File: src/rtl/pp_pkg.sv
package pp_pkg;
  typedef enum logic [1:0] {
    COMP_U  = 2'd0,
    COMP_Y0 = 2'd1,
    COMP_V  = 2'd2,
    COMP_Y1 = 2'd3
  } comp_e;

  function automatic comp_e comp_next(comp_e c);
    case (c)
      COMP_U:  return COMP_Y0;
      COMP_Y0: return COMP_V;
      COMP_V:  return COMP_Y1;
      default: return COMP_U;
    endcase
  endfunction
endpackage

File: src/rtl/pp_frame_ctl.sv
module pp_frame_ctl #(
  parameter int unsigned ROWS = 1024
) (
  input  logic                        clk,
  input  logic                        rst,
  input  logic                        sof_i,
  input  logic                        eof_i,
  input  logic                        row_start_i,
  output logic                        frame_on,
  output logic                        row_open,
  output logic [$clog2(ROWS+2)-1:0]   row_idx,
  output logic                        row_begin,
  output logic                        row_close,
  output logic                        frame_err
);
  localparam int unsigned ROW_W = $clog2(ROWS + 2);
  localparam logic [ROW_W-1:0] ROW_SAT = ROW_W'(ROWS + 1);
  localparam logic [ROW_W-1:0] ROW_EXP = ROW_W'(ROWS);

  logic [ROW_W-1:0] rows_seen;

  // frame start wins over frame end, which wins over row start
  assign row_close = row_open & (sof_i | eof_i | row_start_i);
  assign row_begin = row_start_i & frame_on & ~sof_i & ~eof_i;

  always_ff @(posedge clk) begin
    if (rst) begin
      frame_on  <= 1'b0;
      row_open  <= 1'b0;
      rows_seen <= '0;
      row_idx   <= '0;
      frame_err <= 1'b0;
    end else begin
      frame_err <= 1'b0;
      if (sof_i) begin
        frame_on  <= 1'b1;
        row_open  <= 1'b0;
        rows_seen <= '0;
      end else if (eof_i) begin
        if (frame_on) begin
          frame_err <= (rows_seen != ROW_EXP);
          frame_on  <= 1'b0;
          row_open  <= 1'b0;
        end
      end else if (row_begin) begin
        row_open <= 1'b1;
        row_idx  <= rows_seen;
        if (rows_seen != ROW_SAT) rows_seen <= rows_seen + ROW_W'(1);
      end
    end
  end

  // a row can only be open inside a frame
  p_line_in_frame_r8: assert property (@(posedge clk) disable iff (rst)
    row_open |-> frame_on);

  // the count error only follows a frame end seen inside a frame
  p_ferr_after_eof_r5: assert property (@(posedge clk) disable iff (rst)
    frame_err |-> $past(eof_i & frame_on & ~sof_i));
endmodule

File: src/rtl/pp_len_chk.sv
module pp_len_chk #(
  parameter int unsigned COLS = 1280
) (
  input  logic clk,
  input  logic rst,
  input  logic row_open,
  input  logic row_begin,
  input  logic row_close,
  input  logic byte_fire,
  output logic keep,
  output logic row_err
);
  localparam int unsigned ROW_BYTES = 2 * COLS;
  localparam int unsigned BW = $clog2(ROW_BYTES + 2);
  localparam logic [BW-1:0] CNT_FULL = BW'(ROW_BYTES);
  localparam logic [BW-1:0] CNT_SAT  = BW'(ROW_BYTES + 1);

  logic [BW-1:0] cnt;

  assign keep = row_open & (cnt < CNT_FULL);

  always_ff @(posedge clk) begin
    if (rst) begin
      cnt     <= '0;
      row_err <= 1'b0;
    end else begin
      row_err <= row_close & (cnt != CNT_FULL);
      if (row_begin) cnt <= '0;
      else if (byte_fire && row_open && cnt != CNT_SAT) cnt <= cnt + BW'(1);
    end
  end

  // a length error pulse is always preceded by a row closing
  p_rerr_after_close_r4: assert property (@(posedge clk) disable iff (rst)
    row_err |-> $past(row_close));
endmodule

File: src/rtl/pp_pair_out.sv
module pp_pair_out
  import pp_pkg::*;
#(
  parameter int unsigned COLS  = 1280,
  parameter int unsigned ROW_W = 11
) (
  input  logic                       clk,
  input  logic                       rst,
  input  logic                       row_begin,
  input  logic                       take,
  input  logic [7:0]                 in_byte,
  input  logic                       uyvy_en,
  input  logic [ROW_W-1:0]           row_idx,
  input  logic                       px_ready,
  output logic                       px_valid,
  output logic [15:0]                px_data,
  output logic [ROW_W-1:0]           px_row,
  output logic [$clog2(COLS+1)-1:0]  px_col,
  output logic [1:0]                 px_tag
);
  localparam int unsigned CW = $clog2(COLS + 1);

  logic          phase;
  logic [7:0]    lo_byte;
  logic [CW-1:0] col_cnt;
  comp_e         tag;

  always_ff @(posedge clk) begin
    if (rst) begin
      phase    <= 1'b0;
      lo_byte  <= '0;
      col_cnt  <= '0;
      tag      <= COMP_U;
      px_valid <= 1'b0;
      px_data  <= '0;
      px_row   <= '0;
      px_col   <= '0;
      px_tag   <= '0;
    end else begin
      if (px_valid && px_ready) px_valid <= 1'b0;
      if (row_begin) begin
        phase   <= 1'b0;
        col_cnt <= '0;
        tag     <= COMP_U;
      end else if (take) begin
        if (!phase) begin
          lo_byte <= in_byte;
          phase   <= 1'b1;
        end else begin
          px_valid <= 1'b1;
          px_data  <= {in_byte, lo_byte};
          px_row   <= row_idx;
          px_col   <= col_cnt;
          px_tag   <= uyvy_en ? 2'(tag) : 2'(COMP_U);
          col_cnt  <= col_cnt + CW'(1);
          tag      <= comp_next(tag);
          phase    <= 1'b0;
        end
      end
    end
  end

  // a stalled pixel is neither dropped nor overwritten
  p_hold_r2: assert property (@(posedge clk) disable iff (rst)
    (px_valid && !px_ready) |=> (px_valid && $stable(px_data) && $stable(px_col) && $stable(px_tag)));

  // column labels stay inside the row width
  p_col_range_r3: assert property (@(posedge clk) disable iff (rst)
    px_valid |-> (px_col < CW'(COLS)));
endmodule

File: src/rtl/pix_pair_join.sv
module pix_pair_join #(
  parameter int unsigned ROWS = 1024,
  parameter int unsigned COLS = 1280
) (
  input  logic                       clk,
  input  logic                       rst,
  input  logic                       sof_i,
  input  logic                       eof_i,
  input  logic                       row_start_i,
  input  logic                       in_valid,
  output logic                       in_ready,
  input  logic [7:0]                 in_byte,
  input  logic                       uyvy_en,
  output logic                       px_valid,
  input  logic                       px_ready,
  output logic [15:0]                px_data,
  output logic [$clog2(ROWS+2)-1:0]  px_row,
  output logic [$clog2(COLS+1)-1:0]  px_col,
  output logic [1:0]                 px_tag,
  output logic                       line_valid,
  output logic                       frame_valid,
  output logic                       row_len_err,
  output logic                       frame_cnt_err
);
  localparam int unsigned ROW_W = $clog2(ROWS + 2);

  logic             row_open, frame_on, row_begin, row_close;
  logic             keep, fire;
  logic [ROW_W-1:0] row_idx;

  assign in_ready    = (~px_valid | px_ready) & ~(sof_i | eof_i | row_start_i);
  assign fire        = in_valid & in_ready;
  assign line_valid  = row_open;
  assign frame_valid = frame_on;

  pp_frame_ctl #(.ROWS(ROWS)) u_frame (
    .clk(clk), .rst(rst), .sof_i(sof_i), .eof_i(eof_i), .row_start_i(row_start_i),
    .frame_on(frame_on), .row_open(row_open), .row_idx(row_idx),
    .row_begin(row_begin), .row_close(row_close), .frame_err(frame_cnt_err)
  );

  pp_len_chk #(.COLS(COLS)) u_len (
    .clk(clk), .rst(rst), .row_open(row_open), .row_begin(row_begin),
    .row_close(row_close), .byte_fire(fire), .keep(keep), .row_err(row_len_err)
  );

  pp_pair_out #(.COLS(COLS), .ROW_W(ROW_W)) u_pair (
    .clk(clk), .rst(rst), .row_begin(row_begin), .take(fire & keep),
    .in_byte(in_byte), .uyvy_en(uyvy_en), .row_idx(row_idx), .px_ready(px_ready),
    .px_valid(px_valid), .px_data(px_data), .px_row(px_row), .px_col(px_col),
    .px_tag(px_tag)
  );

  // no byte is taken while a marker is present or the output is blocked
  p_no_take_when_full_r2: assert property (@(posedge clk) disable iff (rst)
    (px_valid && !px_ready) |-> !in_ready);
endmodule

File: config.mk
export PLATFORM = sky130hd
export DESIGN_NAME = pix_pair_join
export DESIGN_NICKNAME = d
export VERILOG_FILES = /design/src/rtl/pp_pkg.sv /design/src/rtl/pp_frame_ctl.sv /design/src/rtl/pp_len_chk.sv /design/src/rtl/pp_pair_out.sv /design/src/rtl/pix_pair_join.sv
export SDC_FILE = /design/constraint.sdc
export NUM_CORES = 1
export LEC_CHECK = 0
export ABC_AREA = 1
export BUFFER_PORTS_ARGS = -buffer_cell sky130_fd_sc_hd__buf_2
export CAP_MARGIN = 20
export CELL_PAD_IN_SITES_DETAIL_PLACEMENT = 1
export CELL_PAD_IN_SITES_GLOBAL_PLACEMENT = 2
export CORE_AREA = 4 4 146 106
export CTS_CLUSTER_SIZE = 24
export DETAILED_ROUTE_END_ITERATION = 7
export DIE_AREA = 0 0 150 110
export PLACE_DENSITY = 0.88
export SETUP_SLACK_MARGIN = 0.1
export SKIP_CTS_REPAIR_TIMING = 1
export SLEW_MARGIN = 20
export SYNTH_ARGS = -nofsm -noshare
export SYNTH_HDL_FRONTEND = slang
export SYNTH_HIERARCHICAL = 1
export SYNTH_SLANG_ARGS = --single-unit
File: constraint.sdc
create_clock -name clk -period 1.99 [get_ports clk]
set_clock_uncertainty 0.15 [all_clocks]
set_input_delay 0.398 -clock clk [delete_from_list [all_inputs] [get_ports clk]]
set_output_delay 0.398 -clock clk [all_outputs]
set_load 0.005 [all_outputs]
### Word-level counts from Yosys, hierarchy flattened

Index checks and enable logic that the tools add are counted.
W data, S select, Z words.

| storage, ports and cells | value |
|---|---|
| bits in registers | 101 |
| logic and storage cells | 73 |

| operators by class | value |
|---|---|
| add/sub/neg operators | 3 |
| magnitude comparators | 1 |
| equality and inequality tests | 7 |
| muxes and demuxes | 12 |
| bitwise logic cells | 19 |
| reduce and logical (&&, ||, !) cells | 15 |

Operators with widths:

| kind | number |
|---|---|
| $ne A12 B12 Y1 const B | 2 |
| $add A11 B1 Y11 const B | 2 |
| $ne A11 B11 Y1 const B | 2 |
| $add A12 B1 Y12 const B | 1 |
| $lt A12 B12 Y1 const B | 1 |
| $reduce_and A3 Y1 | 4 |
| $mux W1 | 10 |
| $and A1 B1 Y1 | 9 |
| $not A1 Y1 | 7 |
| $pmux W2 S3 | 1 |
| $reduce_and A2 Y1 | 2 |
| $reduce_bool A2 Y1 | 2 |
| $reduce_or A2 Y1 | 2 |
| $reduce_or A4 Y1 | 1 |
| $logic_and A1 B1 Y1 | 3 |
| $or A1 B1 Y1 | 3 |
| $eq A2 B1 Y1 const B | 1 |
| $eq A2 B2 Y1 const B | 1 |
| $logic_not A2 Y1 | 1 |
| $mux W2 | 1 |
| $ne A2 B1 Y1 const B | 1 |

### Longest topological paths before layout

| depth | value |
|---|---|
| depth after elaboration | 8 |
| depth in mapped cells | 11 |
| depth with buffers taken out | 11 |

### Hierarchy

The synthesis kept the hierarchy.

Modules (own cells, without submodules):

| module | instances | cells an instance | area an instance (sq um) | seq. area each (sq um) |
|---|---|---|---|---|
| pp_pair_out | 1 | 308 | 2,374.8 | 1,261.2 |
| pp_frame_ctl | 1 | 170 | 1,193.6 | 500.5 |
| pp_len_chk | 1 | 125 | 804.5 | 260.2 |
| pix_pair_join | 1 | 10 | 51.3 | 0.0 |

### Worst setup path after synthesis

Ideal clock, no wire load.

| timing path | value |
|---|---|
| kind | input to register |
| from | input sof_i |
| to | register u_pair.lo_byte[0] |
| library setup time | 0.116 ns |
| arrival time | 1.405 ns |
| required time | 1.724 ns |
| setup slack | 0.319 ns |
| stages on the path | 9 |
| cells stage by stage | nor2_2 -> nand2_2 -> nor2_8 -> buf_4 -> nor2_1 -> nand2_1 -> inv_1 -> nor2_1 -> nor2_1 |

| on the way | value |
|---|---|
| elaborated cells between the ends (all ways) | 11 |

RTL lines:

| what | line | text |
|---|---|---|
| start: declaration | pix_pair_join.sv:7 | `input logic sof_i,` |
| $not A1 Y1 | pp_frame_ctl.sv:24 | `assign row_begin = row_start_i & frame_on & ~sof_i & ~eof_i;` |
| $and A1 B1 Y1 (2 in a row) | pp_frame_ctl.sv:24 |  |
| named net row_begin | pix_pair_join.sv:27 | `logic row_open, frame_on, row_begin, row_close;` |
| $not A1 Y1 (no source line) | - |  |
| $reduce_and A3 Y1 (no source line) | - |  |
| end signal: assignment | pp_pair_out.sv:47 | `lo_byte <= in_byte;` |
| end: declaration | pp_pair_out.sv:24 | `logic [7:0] lo_byte;` |

The timed path passes the listed nets, and every way through them passes these cells.
A chain may end at the register's enable or synchronous reset.

### Worst setup path in the final report

| timing path | value |
|---|---|
| from | register u_len.cnt[10] |
| to | register u_pair.px_data[5] |

| on the way | value |
|---|---|
| word-level cells in the longest chain between the ends | 4 |

RTL lines:

| what | line | text |
|---|---|---|
| start: declaration | pp_len_chk.sv:18 | `logic [BW-1:0] cnt;` |
| start signal: assignment | pp_len_chk.sv:29 | `else if (byte_fire && row_open && cnt != CNT_SAT) cnt <= cnt + BW'(1);` |
| $lt A12 B12 Y1 | pp_len_chk.sv:20 | `assign keep = row_open & (cnt < CNT_FULL);` |
| $and A1 B1 Y1 | pp_len_chk.sv:20 |  |
| named net keep | pix_pair_join.sv:28 | `logic keep, fire;` |
| $and A1 B1 Y1 | pix_pair_join.sv:48 | `.clk(clk), .rst(rst), .row_begin(row_begin), .take(fire & keep),` |
| $reduce_and A3 Y1 (no source line) | - |  |
| end signal: assignment | pp_pair_out.sv:51 | `px_data <= {in_byte, lo_byte};` |
| end: declaration | pp_pair_out.sv:16 | `output logic [15:0] px_data,` |

The timed path passes the listed nets, and every way through them passes these cells.

==> impl_results.md <==
* Final setup vio count at 0
* First-pass GRT wire length at 20440 um
* Worst setup EP type: register
* Sequential power share at 0.528
* Gpl congestion at 0.8000
* Switching fraction of total power at 0.2301
* Initial Util at 0.3189
* Period utilization at 0.9045
* N_diodes at 0
* Tightest Hold Check Type: input port to register
* Distinct cells, synth at 33
* TritonCTS buffer count at 9
* Worst-path cell chain: inv_2, nand2_2, a21boi_2, inv_2, nor2_4, nand2_4, nor2_4, buf_6, clkbuf_16, o21ai_0, nor2_1
* Core area at 13870 um^2
* Vias in the first global route at 4225
* Crit path launch type: register
* Post-layout util at 0.3914
* Seq/Total Area, Yosys at 0.4570
* # H-tree levels at 3
* Post-synth top area share at 0.4570
* Placed Instances at 863
* Avg Cell Area, Syn at 7.217 um^2
* Top delay family on crit path: simple AND/OR/NAND/NOR gates
* Commonest cells after routing, fill and taps aside: nand2_1, nor2_1, dfxtp_1
* Largest cells by area after synthesis: dfxtp_1, nor2_1, nand2_1, o21ai_0, a21oi_1
* Grt ovf at 0
* Layout area overhead at 22.74%
* Post-Syn Area at 4424 um^2
* Root Buffer: clkbuf_16
* Initial antenna violation count at 0
* Share of cells above drive strength 1 at 0.1916
* Post-place setup slack at 0.07105 ns
* Worst path slowest cell: dfxtp_1
* Horiz. Die Dim at 150 um
* Part of the power in the clock network at 0.442
* First-pass DRT Iterations at 4
* Largest net degree at the start of global routing at 39
* Yosys warnings at 6
* Synth Net Count at 638
* RSZ-0062 raised after global routing: no
* Post-synth EDFFs at 0
* Fin cells at 884
* Post-route setup slack at 0.1900 ns
* Worst EP required at 2.11 ns
* Slew at the pin closest to its max-slew limit at 0.3950 ns
* Post-DP HPWL at 9281 um
* Final hold violations at 0
* Final ANT Viol Nets at 0
* Setup TNS at 0 ns
* Row cnt at 36
* Register Area at 2023 um^2
* DRC at 0
* Worst-path fanout max at 8
* Cell internal pwr at 0.002954 W
* Worst path max stage delay at 0.32 ns
* Pleak at 2.365 nW
* Tot GR Track Use at 0.1537
* Buffers on Ports at 61
* Final min period at 1.800 ns
* Total number of vias at 4184
* WL/cell at 14.92 um
* Pwr dens at 706.6 nW/um^2
* TritonCTS clock tree: yes
* Clock Sinks at 101
* CP bufs+invs at 4
* Setup CP Type: register to register
* FMAX at 0.5556 GHz
* Final WL at 13190 um
* CTS Buffer Depth at 2
* Die height at 110 um
* Final #Nets at 714
* Yosys reg bits at 101
* Slew Limit Headroom at 0.7357
* Yosys top cell by area: dfxtp_1
* Max_cap viols at 0
* Commonest non-fill, non-tap cell in the layout: nand2_1
* Cell area after layout at 5430 um^2
* Asr flop ratio synth at 0
* Sw Pwr at 0.0008827 W
* Slew Limit Fails at 0
* Io pins at 62
* VDD IR-drop max at 415.3 uV
* Logic pwr share at 0.030
* Worst EP arrival at 1.92 ns
* Iter 0 DRT Violations at 171
* Worst-path clk slew at 0.07 ns
* Via density per instance at 4.733
* Status: finished clean
* Area taken by multi-input logic gates at 2106 um^2
* Die area at 16500 um^2
* Fill count at 1781
* Post-Synthesis Cells at 613
* Worst-Skew Late Latency at 0.34 ns
* Synth Flop Type: dfxtp_1
* Placed cell area at 5022 um^2
path summary, 6_finish.rpt:
check	startpoint	end	slack, ns	cells after the start
max	u_len/cnt[10]	u_pair/px_data[5]	0.19	11
min	in_byte[1]	u_pair/px_data[9]	0.16	3
max reg2reg	u_len/cnt[10]	u_pair/px_data[5]	0.19	11
min reg2reg	u_frame/row_idx[8]	u_frame/row_idx[8]	0.31	2
routing by layer:
layer	wire length (um)	vias up	GRT usage
met3	339	12	0.03228
met1	6526	2011	0.2035
li1	-	2103	-
met2	6148	58	0.2551
met4	176	0	0.04439
met5	0	-	0
logic make-up after synthesis:
group	synth area share
and+or+nand+nor	0.2969
AOI/OAI and AO/OA	0.1298
DFF	0.4570
buffers and inverters	0.07296
xor gates and xnor gates	0.01782
adders and majority gates	0.02545
power by group through the flow:
| stage | logic, W | clock network, W | registers [W] |
|---|---|---|---|
| 2_1_floorplan | 0.0000541 | 0 | 0.00207 |
| 3_3_place_gp | 0.000113 | 0 | 0.00207 |
| 3_5_place_dp | 0.000116 | 0 | 0.00207 |
| 4_1_cts | 0.000117 | 0.00174 | 0.00202 |
| 5_1_grt | 0.000129 | 0.00183 | 0.00202 |
| 6_report | 0.000116 | 0.00170 | 0.00202 |
tightest hold or removal path, cell delays in order:
cell,delay [ns]
buf_2,0.10
nor2_1,0.04
nor2_1,0.08
final cells by class:
type	count	share of cell area
multi-input cells	440	0.3878
clock buffers	10	0.04401
repair buffers	85	0.1074
well taps	190	0.04378
inverters	52	0.03641
flip-flops and latches	101	0.3726
clock inverters	6	0.008065
per-stage QoR:
| stage | power [W] | hold WS [ns] |
|---|---|---|
| finish | 0.003837 | 0.1606 |
| global route | 0.003983 | 0.1543 |
| CTS | 0.003885 | 0.1486 |
| detailed placement | 0.002188 | 0.3054 |
| global placement | 0.002184 | 0.3094 |
| floorplan | 0.002125 | 0.2834 |
cell usage after synthesis, types with 2 or more instances:
library cell / number
nand4_1: 7
nand3b_1: 4
nand3_1: 22
dfxtp_1: 101
nor2_1: 129
a21oi_1: 46
nand2_2: 4
o21ai_0: 58
a21boi_0: 2
xor2_1: 8
a21oi_2: 2
a211oi_1: 2
nand2_1: 127
nor2_2: 7
clkbuf_1: 5
nor3_1: 5
inv_1: 48
ha_1: 9
nor2_4: 2
buf_2: 9
buf_6: 3
clkinv_1: 2
sequential cells by signal, indices dropped and copies added (netlist names), 2 cells and up:
| signal | count |
|---|---|
| u_pair/px_row | 11 |
| u_pair/px_tag | 2 |
| u_pair/lo_byte | 8 |
| u_pair/col_cnt | 11 |
| u_pair/tag | 2 |
| u_pair/px_col | 11 |
| u_pair/px_data | 16 |
| u_frame/rows_seen | 11 |
| u_len/cnt | 12 |
| u_frame/row_idx | 11 |
No activity file was read; power rests on OpenSTA's default activity.
